## config.mk

```make
export PLATFORM = sky130hd
export DESIGN_NAME = spi_fault_ctrl
export DESIGN_NICKNAME = d
export VERILOG_FILES = /design/src/rtl/spi_fault_ctrl.sv
export SDC_FILE = /design/constraint.sdc
export NUM_CORES = 1
export LEC_CHECK = 0
export ABC_AREA = 1
export BUFFER_PORTS_ARGS = -buffer_cell sky130_fd_sc_hd__buf_2
export CAP_MARGIN = 10
export CELL_PAD_IN_SITES_DETAIL_PLACEMENT = 1
export CELL_PAD_IN_SITES_GLOBAL_PLACEMENT = 2
export CORE_MARGIN = 10
export CORE_UTILIZATION = 36
export DETAILED_ROUTE_END_ITERATION = 8
export PLACE_DENSITY = 0.84
export SLEW_MARGIN = 20
export SYNTH_ARGS = -nofsm -noshare
export SYNTH_HDL_FRONTEND = slang
export SYNTH_SLANG_ARGS = --single-unit
```

## constraint.sdc

```tcl
create_clock -name clk -period 1.9 [get_ports clk]
set_input_delay 0.38 -clock clk [delete_from_list [all_inputs] [get_ports clk]]
set_output_delay 0.38 -clock clk [all_outputs]
set_load 0.05 [all_outputs]
```

## src/rtl/spi_fault_ctrl.sv

```systemverilog
module spi_fault_ctrl #(
  parameter int DW   = 8,
  parameter int SYNC = 2
) (
  input  logic          clk,
  input  logic          rst_n,
  input  logic          wr_en,
  input  logic          rd_en,
  input  logic [1:0]    addr,
  input  logic [DW-1:0] wdata,
  output logic [DW-1:0] rdata,
  output logic          irq,
  output logic          sck_out,
  output logic          mosi_out,
  input  logic          miso_in,
  input  logic          sck_in,
  input  logic          mosi_in,
  output logic          miso_out,
  input  logic          nss_in
);
  localparam int EW = $clog2(2*DW) + 1;
  localparam logic [EW-1:0] LAST = EW'(2*DW-1);
  localparam logic [1:0] A_CTRL = 2'd0, A_STAT = 2'd1, A_DIV = 2'd2, A_DATA = 2'd3;

  logic [5:0]      ctrl;
  logic [3:0]      flg, clr;
  logic [DW-1:0]   div, dcnt, txbuf, rxbuf, tx_sh, rx_sh, ld_byte, rx_byte;
  logic [EW-1:0]   ecnt;
  logic [SYNC-1:0] sck_q, mosi_q, nss_q;
  logic tx_full, rx_full, busy, sck_r, out_r, s_prev;
  logic en, mst, mm, ie, cpol, cpha, s_rel, nss_lo, fault, m_tick;
  logic lead, trail, in_bit, fin, abort, load, wr_data, rd_data, wcol_ev, ovr_ev;

  assign {cpha, cpol, ie, mm, mst, en} = ctrl;

  assign nss_lo  = !nss_q[SYNC-1];
  assign s_rel   = sck_q[SYNC-1] ^ cpol;
  assign fault   = en & mst & mm & nss_lo;
  assign m_tick  = busy & mst & (dcnt == div);
  assign lead    = busy & (mst ? (m_tick & !sck_r) : (s_rel & !s_prev));
  assign trail   = busy & (mst ? (m_tick & sck_r)  : (!s_rel & s_prev));
  assign in_bit  = mst ? miso_in : mosi_q[SYNC-1];
  assign abort   = busy & (!en | fault | (!mst & !nss_lo));
  assign fin     = trail & (ecnt == LAST) & !abort;
  assign load    = en & !busy & !fault & (mst ? tx_full : nss_lo);
  assign ld_byte = tx_full ? txbuf : '0;
  assign rx_byte = cpha ? {rx_sh[DW-2:0], in_bit} : rx_sh;

  assign wr_data = wr_en & (addr == A_DATA);
  assign rd_data = rd_en & (addr == A_DATA);
  assign wcol_ev = wr_data & tx_full;
  assign ovr_ev  = fin & !mst & rx_full & !rd_data;
  assign clr     = (wr_en && addr == A_STAT) ? wdata[3:0] : 4'd0;

  assign irq      = ie & (|flg);
  assign sck_out  = cpol ^ sck_r;
  assign mosi_out = mst & out_r;
  assign miso_out = !mst & out_r;

  always_comb begin
    case (addr)
      A_CTRL:  rdata = DW'(ctrl);
      A_STAT:  rdata = DW'({rx_full, tx_full, busy, flg});
      A_DIV:   rdata = div;
      default: rdata = rxbuf;
    endcase
  end

  always_ff @(posedge clk or negedge rst_n) begin
    if (!rst_n) begin
      ctrl <= '0; flg <= '0; div <= '0; dcnt <= '0;
      txbuf <= '0; rxbuf <= '0; tx_sh <= '0; rx_sh <= '0; ecnt <= '0;
      sck_q <= '0; mosi_q <= '0; nss_q <= '1;
      tx_full <= 1'b0; rx_full <= 1'b0; busy <= 1'b0;
      sck_r <= 1'b0; out_r <= 1'b0; s_prev <= 1'b0;
    end else begin
      sck_q  <= {sck_q[SYNC-2:0], sck_in};
      mosi_q <= {mosi_q[SYNC-2:0], mosi_in};
      nss_q  <= {nss_q[SYNC-2:0], nss_in};
      s_prev <= s_rel;

      if (wr_en && addr == A_CTRL) ctrl <= wdata[5:0];
      if (fault) ctrl[1:0] <= 2'b00;
      if (wr_en && addr == A_DIV) div <= wdata;
      flg <= (flg & ~clr) | {fault, ovr_ev, wcol_ev, fin};

      if (wr_data && !tx_full) begin
        txbuf   <= wdata;
        tx_full <= 1'b1;
      end else if (load && tx_full) begin
        tx_full <= 1'b0;
      end

      if (rd_data) rx_full <= 1'b0;
      if (fin && !ovr_ev) begin
        rxbuf   <= rx_byte;
        rx_full <= 1'b1;
      end

      if (abort) begin
        busy  <= 1'b0;
        ecnt  <= '0;
        sck_r <= 1'b0;
      end else if (load) begin
        busy  <= 1'b1;
        ecnt  <= '0;
        dcnt  <= '0;
        sck_r <= 1'b0;
        rx_sh <= '0;
        if (cpha) tx_sh <= ld_byte;
        else begin
          out_r <= ld_byte[DW-1];
          tx_sh <= ld_byte << 1;
        end
      end else if (busy) begin
        if (mst) begin
          dcnt <= m_tick ? '0 : dcnt + 1'b1;
          if (m_tick) sck_r <= !sck_r;
        end
        if (lead || trail) ecnt <= ecnt + 1'b1;
        if ((lead && cpha) || (trail && !cpha)) begin
          out_r <= tx_sh[DW-1];
          tx_sh <= tx_sh << 1;
        end
        if ((lead && !cpha) || (trail && cpha)) rx_sh <= {rx_sh[DW-2:0], in_bit};
        if (fin) begin
          busy <= 1'b0;
          ecnt <= '0;
        end
      end
    end
  end
endmodule

```

# After elaboration in Yosys (flattened, before gate mapping)
# Index checks and enable logic that the tools add are counted.
# totals
register_bits	75
input_bits	18
out_inout_bits	12
elab_cells	150
# classes
n_addsub	2
eq_ne	6
n_mux	43
bitwise_logic	35
reduce_logical	45
# op_table
cell	count
8-bit two-way mux	13
1-bit bitwise AND	27
5-bit two-way mux	5
8-bit case mux with 3 select lines	1
1-bit two-way mux	21
2-bit nonzero test	7
1-bit zero test	13
3-bit AND reduction	4
1-bit logical AND	10
3-bit nonzero test	3
8-bit by 1-bit adder with 8-bit output (second input constant)	1
8-bit == test	1
5-bit by 1-bit adder with 5-bit output (second input constant)	1
5-bit by 4-bit == test with 1-bit output (second input constant)	1
4-bit bitwise AND	1
2-bit == test (second input constant)	2
2-bit two-way mux	2
4-bit two-way mux	1
4-bit inverter	1
4-bit OR	1
4-bit AND reduction	1
4-bit nonzero test	1
4-bit OR reduction	1
1-bit logical OR	3
other kinds (7)	9

# Logic depth before layout (Yosys ltp)
# logic_depth
depth_word	14
mapped_depth	14
depth_no_buf	13

# Worst setup path after synthesis
# OpenSTA, ideal clock, no wires.
# synth_path
path_type	in2out
from	input port addr[1]
to	output port rdata[7]
t_arrival_ns	1.818
required_time_ns	1.520
path_slack_ns	-0.298
stages	4
n_path_buf	0
path_cell_list	inv_1 nor2_1 inv_1 o21ai_0
# synth_between
elab_chain_len	2
elab_cells_between_ends	4
cone_classes	eq/ne (2); mux (1); reduce/logical (1)
# synth_lines
item	line_no	rtl
from (decl)	9	input logic [1:0] addr,
2-bit == test, or another cell as far along	61	case (addr)
8-bit case mux with 3 select lines *	61	
to (decl)	11	output logic [DW-1:0] rdata,
# Mark *: on every way between the ends. The rest lies on a longest branch, timed or not.

# Worst setup path after layout
# layout_path
from	register busy
to	output port rdata[4]
# layout_between
elab_chain_len	1
# layout_lines
item	line_no	rtl
from (decl)	30	logic tx_full, rx_full, busy, sck_r, out_r, s_prev;
from (signal assigned)	74	tx_full <= 1'b0; rx_full <= 1'b0; busy <= 1'b0;
from (signal assigned)	101	busy <= 1'b0;
from (signal assigned)	105	busy <= 1'b1;
8-bit case mux with 3 select lines	61	
# Every way passes these cells.

==> out/metrics.yaml <==
crit_fanout: 6
place_congestion: 0.824
wl_per_cell_um: 16.8
synth_edf_count: 0
rows: 38
ant_nets: 0
synth.area.top_cells: "dfrtp_1 (44%), nand2_1 (14%), inv_1 (5.4%)"
dr.pass1.iters: 4
synthXorXnorAreaFrac_pct: 1.49
filler_cell_count: 1327
synth.largest_area_cell: "dfrtp_1"
startpoint_type: "register"
slew_headroom_pct: 70.1
synth_fa_ha_area_share_pct: 0.914
drv_cap: 0
worstSetupPathType: "reg -> out"
io_buffers: 29
worst_slew_pin_slew_ns: 0.447
grt_setup_unrepaired: "true"
clk_pin_slew_ns: 0.06
synth_top_family_by_area: "simple AND/OR/NAND/NOR gates"
cts_tree: "yes"
power.leakage_uw: 0.00249
hold_ws_ns: 0.125
synthTopCellsByCount: "nand2_1 (157), dfrtp_1 (73), inv_1 (59)"
wirelength_um: 12000
fin_crit_sh_pct: 97.9
yosysMostFrequentCell: "nand2_1"
core_area_um2: 11000
via_count: 3605
vias_per_cell: 5.04
synth_nets: 535
yosysUniqueCellTypes: 41
grtUsageTotal_pct: 15.2
htree_num_levels: 3
fp.dieW_um: 127
overflow: 0
layout_min_cycle_time_ns: 1.86
clk_path_buf_depth: 2
crit_path_end_kind: "output pin"
drt_iter0_drc: 142
utilization_pct: 45.2
synth_compound_area_share_pct: 15.8
synth-seq-cells: 75
antenna_found_initial: 0
synth_area_per_cell_um2: 7.99
nNetsFinal: 591
grt_pass1_wl_um: 19500
ir_drop_mv: 0.713
skew_ns: 0.00829
cts.sinks: 75
synthArstFlopShare_pct: 100
io_pins: 30
path_cells: "inv_1 -> o2111ai_1 -> buf_4"
slew_viol_final: 0
synth_flop_cell: "dfrtp_1"
grt_max_degree: 34
syn2layout_area_growth_pct: 20.9
drc: 0
synth.mux.area_fraction_pct: 0.244
hold_viol: 0
ys_seq_area_share_pct: 45.8
clock_latency_ns: 0.35
yosysWarnings: 0
dpl.hpwl_um: 9080
final-setup-viol-count: 0
crit_slowest_cell: "dfrtp_2"
power_density_nw_per_um2: 1360
syn-instance-count: 514
status: "complete, no violations"
grt_pass1_vias: 3807
layout-drive-gt1-share_pct: 23.5
cp.arrival_ns: 1.48
yosysTopAreaCellShare_pct: 44.5
synth_simple_gate_area_share_pct: 27.6
critPathMaxStageDelay_ns: 0.42
required_ns: 1.52
cts-root-buf: "clkbuf_16"
die-area_um2: 16100
max_freq_mhz: 537
syn_area_um2: 4110
hp-class: "in -> reg"
antennaDiodeCount: 0
initial_core_util_pct: 37.4
cts_buffers: 9
die_h_um: 127
## layout by cell type (no fill, tap or decap), types with 4 or more instances in the layout
| master | Yosys | final |
|---|---|---|
| o31ai_2 | 8 | 8 |
| nand2_2 | 5 | 8 |
| a21oi_1 | 22 | 21 |
| xor2_1 | 6 | 6 |
| dfrtp_1 | 73 | 71 |
| o21ai_1 | 7 | 8 |
| o21ai_2 | 8 | 8 |
| inv_1 | 59 | 58 |
| nand3_1 | 29 | 29 |
| o21ai_0 | 41 | 40 |
| nor3_1 | 4 | 4 |
| inv_2 | 6 | 7 |
| nand2_1 | 157 | 154 |
| buf_4 | 0 | 26 |
| buf_2 | 4 | 26 |
| clkbuf_16 | 0 | 9 |
| nand3_4 | 4 | 6 |
| nor2_1 | 33 | 31 |
| nand2_4 | 4 | 4 |
| nand3_2 | 4 | 4 |
## report_power, final
part           internal [µW]  leakage [µW]  switching, µW
sequential              2000      0.000967            351
combinational            925       0.00137           1710
clock                   1030      0.000150            725
## flip-flops by register name (all words and copies together) (netlist names), 4 cells and up
signal and flops:
div 8, rx_sh 8, dcnt 8, ctrl 6, tx_sh 8, ecnt 5
rxbuf 8, flg 4, txbuf 8
## per-stage QoR
step           TNS, ns  power, µW  setup WS (ns)  instance area, µm²  std cells
2_1_floorplan  -0.0654       4070        -0.0288                4120        514
3_3_place_gp         0       4720         0.0474                4520        687
3_5_place_dp         0       4810         0.0381                4520        687
4_1_cts              0       6610         0.0432                4840        704
5_1_grt        -0.0247       7260       -0.00878                4970        715
6_report             0       6740         0.0390                4970        715
## path summary, 6_finish.rpt
path                                start   endpoint  slack (ns)  cells after the start
max in group asynchronous           rst_n   nss_q[1]        0.77                      3
worst max-delay path                 busy   rdata[4]        0.04                      3
worst max register to register   nss_q[1]    dcnt[2]        0.11                     11
worst min-delay path               nss_in   nss_q[0]        0.13                      1
min in group asynchronous           rst_n    dcnt[3]        0.54                      2
worst min register to register  mosi_q[0]  mosi_q[1]        0.36                      0
## cell type report
class	instances	area, µm²	area share [%]
tap	140	175	3.53
sequential	75	1880	37.9
clock inverter	7	75.1	1.51
timing repair buffer	57	398	8.01
inverter	67	256	5.16
clock buffer	9	225	4.53
multi-input combinational	360	1960	39.4
## routing by layer
metal	share of wire, %	routed length, µm	track usage (%)
met1	45	5400	17.9
met2	50	6070	26.1
met3	3.1	377	4.21
met4	1.5	176	4.69
met5	0	0	0
## critical path: cells and delay by family (launching register included)
kind | cells | cell delay (ns)
flops | 1 | 0.42
compound gates | 1 | 0.30
buf+inv | 2 | 0.41
## kinds of logic (layout without fill, tap and decap cells)
| group | after synthesis | after routing |
|---|---|---|
| AO/OA/AOI/OAI | 99 | 99 |
| XOR/XNOR | 7 | 7 |
| AND/OR/NAND/NOR | 248 | 250 |
| multiplexers | 1 | 1 |
| buffers and inverters | 81 | 140 |
| flip-flops | 75 | 75 |
| adder cells (fa/ha/maj) | 3 | 3 |
## timing repair
| action | in CTS | in global routing |
|---|---|---|
| hold buffers | 1 | 0 |
| pin swaps | 0 | 4 |
| buffers inserted | 0 | 9 |
| gates cloned | 0 | 2 |
| resized for setup | 3 | 15 |
| hold endpoints to repair | 28 | 0 |
| endpoints found under the setup margin | 2 | 36 |
Note: power is estimated with default switching activity, not from simulation.
